**src/rtl/gpio_port_pkg.sv**
```systemverilog
package gpio_port_pkg;

  typedef enum logic [1:0] {
    ACC_IDLE = 2'd0,
    ACC_DATA = 2'd1,
    ACC_MODE = 2'd2
  } acc_t;

  function automatic acc_t decode_acc(input logic strobe, input logic page_hit,
                                      input logic is_data, input logic is_mode);
    acc_t r;
    r = ACC_IDLE;
    if (strobe && page_hit) begin
      if (is_data)      r = ACC_DATA;
      else if (is_mode) r = ACC_MODE;
    end
    return r;
  endfunction

endpackage

```
**src/rtl/gpio_in_sync.sv**
```systemverilog
module gpio_in_sync #(
  parameter int W      = 8,
  parameter int STAGES = 2
) (
  input  logic         clk,
  input  logic         rst,
  input  logic [W-1:0] d,
  output logic [W-1:0] q
);
  logic [W-1:0] stg [STAGES];

  always_ff @(posedge clk) begin
    if (rst) stg[0] <= '0;
    else     stg[0] <= d;
  end

  for (genvar s = 1; s < STAGES; s++) begin : g_stage
    always_ff @(posedge clk) begin
      if (rst) stg[s] <= '0;
      else     stg[s] <= stg[s-1];
    end
  end

  assign q = stg[STAGES-1];
endmodule

```
**src/rtl/gpio_port_regs.sv**
```systemverilog
module gpio_port_regs #(
  parameter int           W        = 8,
  parameter logic [W-1:0] PIN_MASK = '1
) (
  input  logic         clk,
  input  logic         rst,
  input  logic         ld_data,
  input  logic         ld_mode,
  input  logic [W-1:0] wdata,
  output logic [W-1:0] latch_q,
  output logic [W-1:0] mode_q
);
  always_ff @(posedge clk) begin
    if (rst) begin
      latch_q <= PIN_MASK;
      mode_q  <= '0;
    end else begin
      if (ld_data) latch_q <= wdata & PIN_MASK;
      if (ld_mode) mode_q  <= wdata & PIN_MASK;
    end
  end
endmodule

```
**src/rtl/gpio_pad_drive.sv**
```systemverilog
module gpio_pad_drive #(
  parameter int           W        = 8,
  parameter logic [W-1:0] PIN_MASK = '1
) (
  input  logic         clk,
  input  logic         rst,
  input  logic [W-1:0] latch_q,
  input  logic [W-1:0] mode_q,
  input  logic         pu_disable,
  output logic [W-1:0] pin_out,
  output logic [W-1:0] pin_oe,
  output logic [W-1:0] pu_en
);
  logic [W-1:0] pu_q;

  always_ff @(posedge clk) begin
    if (rst)             pu_q <= PIN_MASK;
    else if (pu_disable) pu_q <= '0;
    else                 pu_q <= PIN_MASK;
  end

  // push-pull drives always; open-drain drives only a low
  assign pin_oe  = PIN_MASK & (mode_q | ~latch_q);
  assign pin_out = latch_q & PIN_MASK;
  assign pu_en   = pu_q;
endmodule

```
**src/rtl/gpio_read_mux.sv**
```systemverilog
module gpio_read_mux #(
  parameter int           W        = 8,
  parameter logic [W-1:0] PIN_MASK = '1
) (
  input  logic              clk,
  input  logic              rst,
  input  gpio_port_pkg::acc_t rd_acc,
  input  logic              rmw,
  input  logic [W-1:0]      pins_sync,
  input  logic [W-1:0]      latch_q,
  input  logic [W-1:0]      mode_q,
  output logic [W-1:0]      rd_data
);
  import gpio_port_pkg::*;

  always_ff @(posedge clk) begin
    if (rst) rd_data <= '0;
    else begin
      case (rd_acc)
        ACC_DATA: rd_data <= rmw ? latch_q : (pins_sync & PIN_MASK);
        ACC_MODE: rd_data <= mode_q;
        default:  rd_data <= rd_data;
      endcase
    end
  end
endmodule

```
**src/rtl/gpio_port_ctl.sv**
```systemverilog
module gpio_port_ctl #(
  parameter int                W           = 8,
  parameter int                PAGE_W      = 8,
  parameter int                ADDR_W      = 8,
  parameter int                SYNC_STAGES = 2,
  parameter logic [PAGE_W-1:0] PAGE_ID     = 8'h0F,
  parameter logic [ADDR_W-1:0] DATA_ADDR   = 8'h84,
  parameter logic [ADDR_W-1:0] MODE_ADDR   = 8'h9C,
  parameter logic [W-1:0]      PIN_MASK    = '1
) (
  input  logic              clk,
  input  logic              rst,
  input  logic [PAGE_W-1:0] page_sel,
  input  logic [ADDR_W-1:0] addr,
  input  logic              wr_en,
  input  logic [W-1:0]      wr_data,
  input  logic              rd_en,
  input  logic              rd_rmw,
  output logic [W-1:0]      rd_data,
  input  logic              pu_disable,
  input  logic [W-1:0]      pin_in,
  output logic [W-1:0]      pin_out,
  output logic [W-1:0]      pin_oe,
  output logic [W-1:0]      pu_en
);
  import gpio_port_pkg::*;

  logic   page_hit, is_data, is_mode;
  acc_t   wr_acc, rd_acc;
  logic [W-1:0] latch_q, mode_q, pins_sync;

  assign page_hit = (page_sel == PAGE_ID);
  assign is_data  = (addr == DATA_ADDR);
  assign is_mode  = (addr == MODE_ADDR);
  assign wr_acc   = decode_acc(wr_en, page_hit, is_data, is_mode);
  assign rd_acc   = decode_acc(rd_en, page_hit, is_data, is_mode);

  gpio_in_sync #(.W(W), .STAGES(SYNC_STAGES)) u_sync (
    .clk(clk), .rst(rst), .d(pin_in), .q(pins_sync)
  );

  gpio_port_regs #(.W(W), .PIN_MASK(PIN_MASK)) u_regs (
    .clk(clk), .rst(rst),
    .ld_data(wr_acc == ACC_DATA), .ld_mode(wr_acc == ACC_MODE),
    .wdata(wr_data), .latch_q(latch_q), .mode_q(mode_q)
  );

  gpio_pad_drive #(.W(W), .PIN_MASK(PIN_MASK)) u_drive (
    .clk(clk), .rst(rst), .latch_q(latch_q), .mode_q(mode_q),
    .pu_disable(pu_disable), .pin_out(pin_out), .pin_oe(pin_oe), .pu_en(pu_en)
  );

  gpio_read_mux #(.W(W), .PIN_MASK(PIN_MASK)) u_rd (
    .clk(clk), .rst(rst), .rd_acc(rd_acc), .rmw(rd_rmw),
    .pins_sync(pins_sync), .latch_q(latch_q), .mode_q(mode_q), .rd_data(rd_data)
  );
endmodule

```
**config.mk**
```make
export PLATFORM = sky130hd
export DESIGN_NAME = gpio_port_ctl
export DESIGN_NICKNAME = d
export VERILOG_FILES = /design/src/rtl/gpio_port_pkg.sv /design/src/rtl/gpio_in_sync.sv /design/src/rtl/gpio_port_regs.sv /design/src/rtl/gpio_pad_drive.sv /design/src/rtl/gpio_read_mux.sv /design/src/rtl/gpio_port_ctl.sv
export SDC_FILE = /design/constraint.sdc
export NUM_CORES = 1
export LEC_CHECK = 0
export BUFFER_PORTS_ARGS = -buffer_cell sky130_fd_sc_hd__buf_2
export CORE_ASPECT_RATIO = 1.1
export CORE_UTILIZATION = 35
export CTS_CLUSTER_SIZE = 40
export DETAILED_ROUTE_END_ITERATION = 8
export GPL_ROUTABILITY_DRIVEN = 1
export GPL_TIMING_DRIVEN = 0
export SLEW_MARGIN = 0
export SYNTH_ARGS = -nofsm -noshare
export SYNTH_HDL_FRONTEND = slang
export SYNTH_HIERARCHICAL = 1
export SYNTH_SLANG_ARGS = --single-unit
```
**constraint.sdc**
```tcl
create_clock -name clk -period 4.4 [get_ports clk]
set_input_delay 0.88 -clock clk [delete_from_list [all_inputs] [get_ports clk]]
set_output_delay 0.88 -clock clk [all_outputs]
set_load 0.05 [all_outputs]
```
==> results.json <==
{
  "htree_levels": 2,
  "post_dp_cell_area_mm2": 0.00226,
  "r2r-end": "u_rd/rd_data[5]",
  "timing.final.ws_setup_ns": 1.67,
  "post-route-min-period_ns": 2.73,
  "rr_startpoint": "u_regs/mode_q[5]",
  "initial_core_util": 0.367,
  "syn_area_mm2": 0.00185,
  "p_per_area_mw_per_mm2": 319,
  "path_class": "in2reg",
  "viasPerCell": 4.77,
  "drcViolationCount": 2,
  "crit_end": "u_regs/latch_q[6]",
  "rsz0062_at_grt": "false",
  "drt-initial-drc-count": 35,
  "syn_area_per_cell_um2": 11.0,
  "antenna_cells": 0,
  "crit_path_max_fanout": 10,
  "grt_pass1_vias": 1307,
  "setup_viol": 0,
  "timing.final.crit_share": 0.621,
  "reg2reg_depth": 2,
  "async_flop_share": 0,
  "cts_buffers": 5,
  "finalSetupTns_ns": 0,
  "areaGrowthSynthToFinish_pct": 28.8,
  "layout-drive-gt1-share": 0.525,
  "fill_cells": 496,
  "synth_top_area_frac": 0.444,
  "slew_headroom": 0.182,
  "yosys-top-cells-area": "dfxtp_1 44%, mux2i_1 8.7%, o221ai_2 6.5%, buf_4 6.1%, nor2b_1 3.7%",
  "grt.overflow.total": 0,
  "fmax_mhz": 366,
  "finClkSkew_ns": 0.00255,
  "crit_path_end_kind": "flop",
  "synth_nets": 207,
  "arrival_ns": 2.92,
  "grt.total_usage": 0.145,
  "io_buffers": 68,
  "post-place-ws_ns": 1.29,
  "tightest_slew_ns": 1.22,
  "ys.flop_type": "dfxtp_1",
  "drtAntennaViolNets": 0,
  "required_ns": 4.59,
  "vias": 1442,
  "cts_root_buf": "clkbuf_8",
  "clkSinkCount": 41,
  "fin_area_mm2": 0.00238,
  "postCtsResizedCells": 0,
  "seq_area_frac_synth": 0.444,
  "die-area_mm2": 0.00557,
  "ys_types": 25,
  "r2r_slack_ns": 3.37,
  "irDropWorstVdd_mv": 0.173,
  "synth_area_leader_cell": "dfxtp_1",
  "postCtsSetupBuffers": 0,
  "grt_max_degree": 18,
  "cp-startpoint": "addr[1]",
  "routabilityCongestion": 0.695,
  "wl_per_cell_um": 12.6,
  "hold_buffers": 0,
  "violations": "DRC",
  "register_area_um2": 821,
  "whs_path_depth": 1,
  "die_h_um": 78.2,
  "cts_max_path_buffers": 2,
  "cp-start-kind": "input port",
  "multiInputGateArea_um2": 842,
  "dpl.hpwl_um": 2940,
  "row_count": 27,
  "ys_warn_count": 6,
  "wl_um": 3800,
  "maxCapViolCount": 0,
  "outcome": "complete, but fails checks",
  "cts.clk_slew.worst_paths_ns": 0.08,
  "hold_viol": 0,
  "antenna_found_initial": 0,
  "first_pass_iters": 6,
  "power.leakage_nw": 1.04,
  "die_w_um": 71.3,
  "grt_first_pass_wirelength_um": 6240,
  "hold_slack_ns": 0.440,
  "ys_ff_latch": 41,
  "maxSlewViolCount": 0,
  "fin_nets": 282,
  "top_level_ports": 70,
  "synth_edf_count": 0,
  "hold_path.class": "reg2reg",
  "core_mm2": 0.00503,
  "clkLatencyLatePin_ns": 0.29,
  "cts_tree": "built",
  "syn_inst": 168
}
-- layout make-up --
| type | instances | area share |
|---|---|---|
| flip-flops and latches | 41 | 0.345 |
| repair buffers | 68 | 0.143 |
| inverters | 1 | 0.00158 |
| multi-input cells | 102 | 0.354 |
| clock buffers | 6 | 0.0347 |
| well taps | 58 | 0.0305 |
| plain buffers | 24 | 0.0762 |
| clock inverters | 2 | 0.0158 |
-- critical path, cell delays in order --
cell and delay, ns:
buf_2 0.10, nor4_2 0.30, nand4_1 0.17, nor4_1 0.94
buf_6 0.26, nor2b_1 0.06, a211o_1 0.21
-- sequential cells by signal, indices dropped and copies added, names as in the netlist --
signal and count:
u_drive/pu_en 1, u_regs/mode_q 8, u_regs/latch_q 8, u_rd/rd_data 8, u_sync/stg 16
-- cells in the mapped netlist (4+ instances only) --
master,n
nand2_1,10
nor2b_2,7
nor2b_1,11
a211o_2,6
nand2b_1,9
dfxtp_1,41
buf_2,4
buf_4,15
or4bb_1,6
nor2_1,8
buf_6,4
and2b_2,6
o221ai_2,8
mux2i_1,16
-- worst min-delay path by stage --
stage | to | startpoint
after floorplan | u_sync/stg[1][3] | u_sync/stg[0][3]
after global placement | u_sync/stg[1][6] | u_sync/stg[0][6]
after detailed placement | u_sync/stg[1][3] | u_sync/stg[0][3]
after CTS | u_sync/stg[1][3] | u_sync/stg[0][3]
after global routing | u_sync/stg[1][4] | u_sync/stg[0][4]
final | u_sync/stg[1][4] | u_sync/stg[0][4]
-- report_power, final --
| part | switching [mW] | internal, mW |
|---|---|---|
| Clock | 0.129 | 0.184 |
| Combinational | 0.0358 | 0.0296 |
| Sequential | 0.00231 | 0.378 |
-- cells in the final DEF, fill, tap and decap left out, types with 2 or more instances in the layout --
master | netlist | final
buf_2 | 4 | 72
dfxtp_1 | 41 | 41
mux2i_1 | 16 | 16
buf_4 | 15 | 15
nor2b_1 | 11 | 11
nand2_1 | 10 | 10
nand2b_1 | 9 | 9
o221ai_2 | 8 | 8
nor2_1 | 8 | 8
nor2b_2 | 7 | 7
clkbuf_8 | 0 | 6
or4bb_1 | 6 | 6
a211o_2 | 6 | 6
and2b_2 | 6 | 6
buf_6 | 4 | 4
nor4_2 | 2 | 2
nand4_1 | 2 | 2
nor4_1 | 2 | 2
nor3_1 | 2 | 2
nand4bb_1 | 2 | 2
a211o_1 | 2 | 2
-- stage by stage --
step	util	instances	power, mW
after floorplan	-	168	0.429
after global placement	0.449	294	0.455
after detailed placement	0.449	294	0.455
after CTS	0.473	302	0.770
after global routing	0.473	302	0.792
final	0.473	302	0.759
-- logic make-up (layout without fill, tap and decap cells) --
kind of cell / Yosys count / after routing / share of synthesized area
buffers and inverters: 25 / 101 / 0.100
flip-flops: 41 / 41 / 0.444
AO/OA/AOI/OAI: 16 / 16 / 0.107
multiplexers: 16 / 16 / 0.0867
adder cells (fa/ha/maj): 1 / 1 / 0.00677
AND/OR/NAND/NOR: 69 / 69 / 0.255
-- metal layers --
layer	global-route usage	routed length, µm	up-vias
li1	-	-	722
met1	0.169	1660	675
met2	0.240	1870	35
met3	0.0488	189	10
met4	0.0640	80	0
met5	0	0	-
Power figures use the tool's default switching activity.
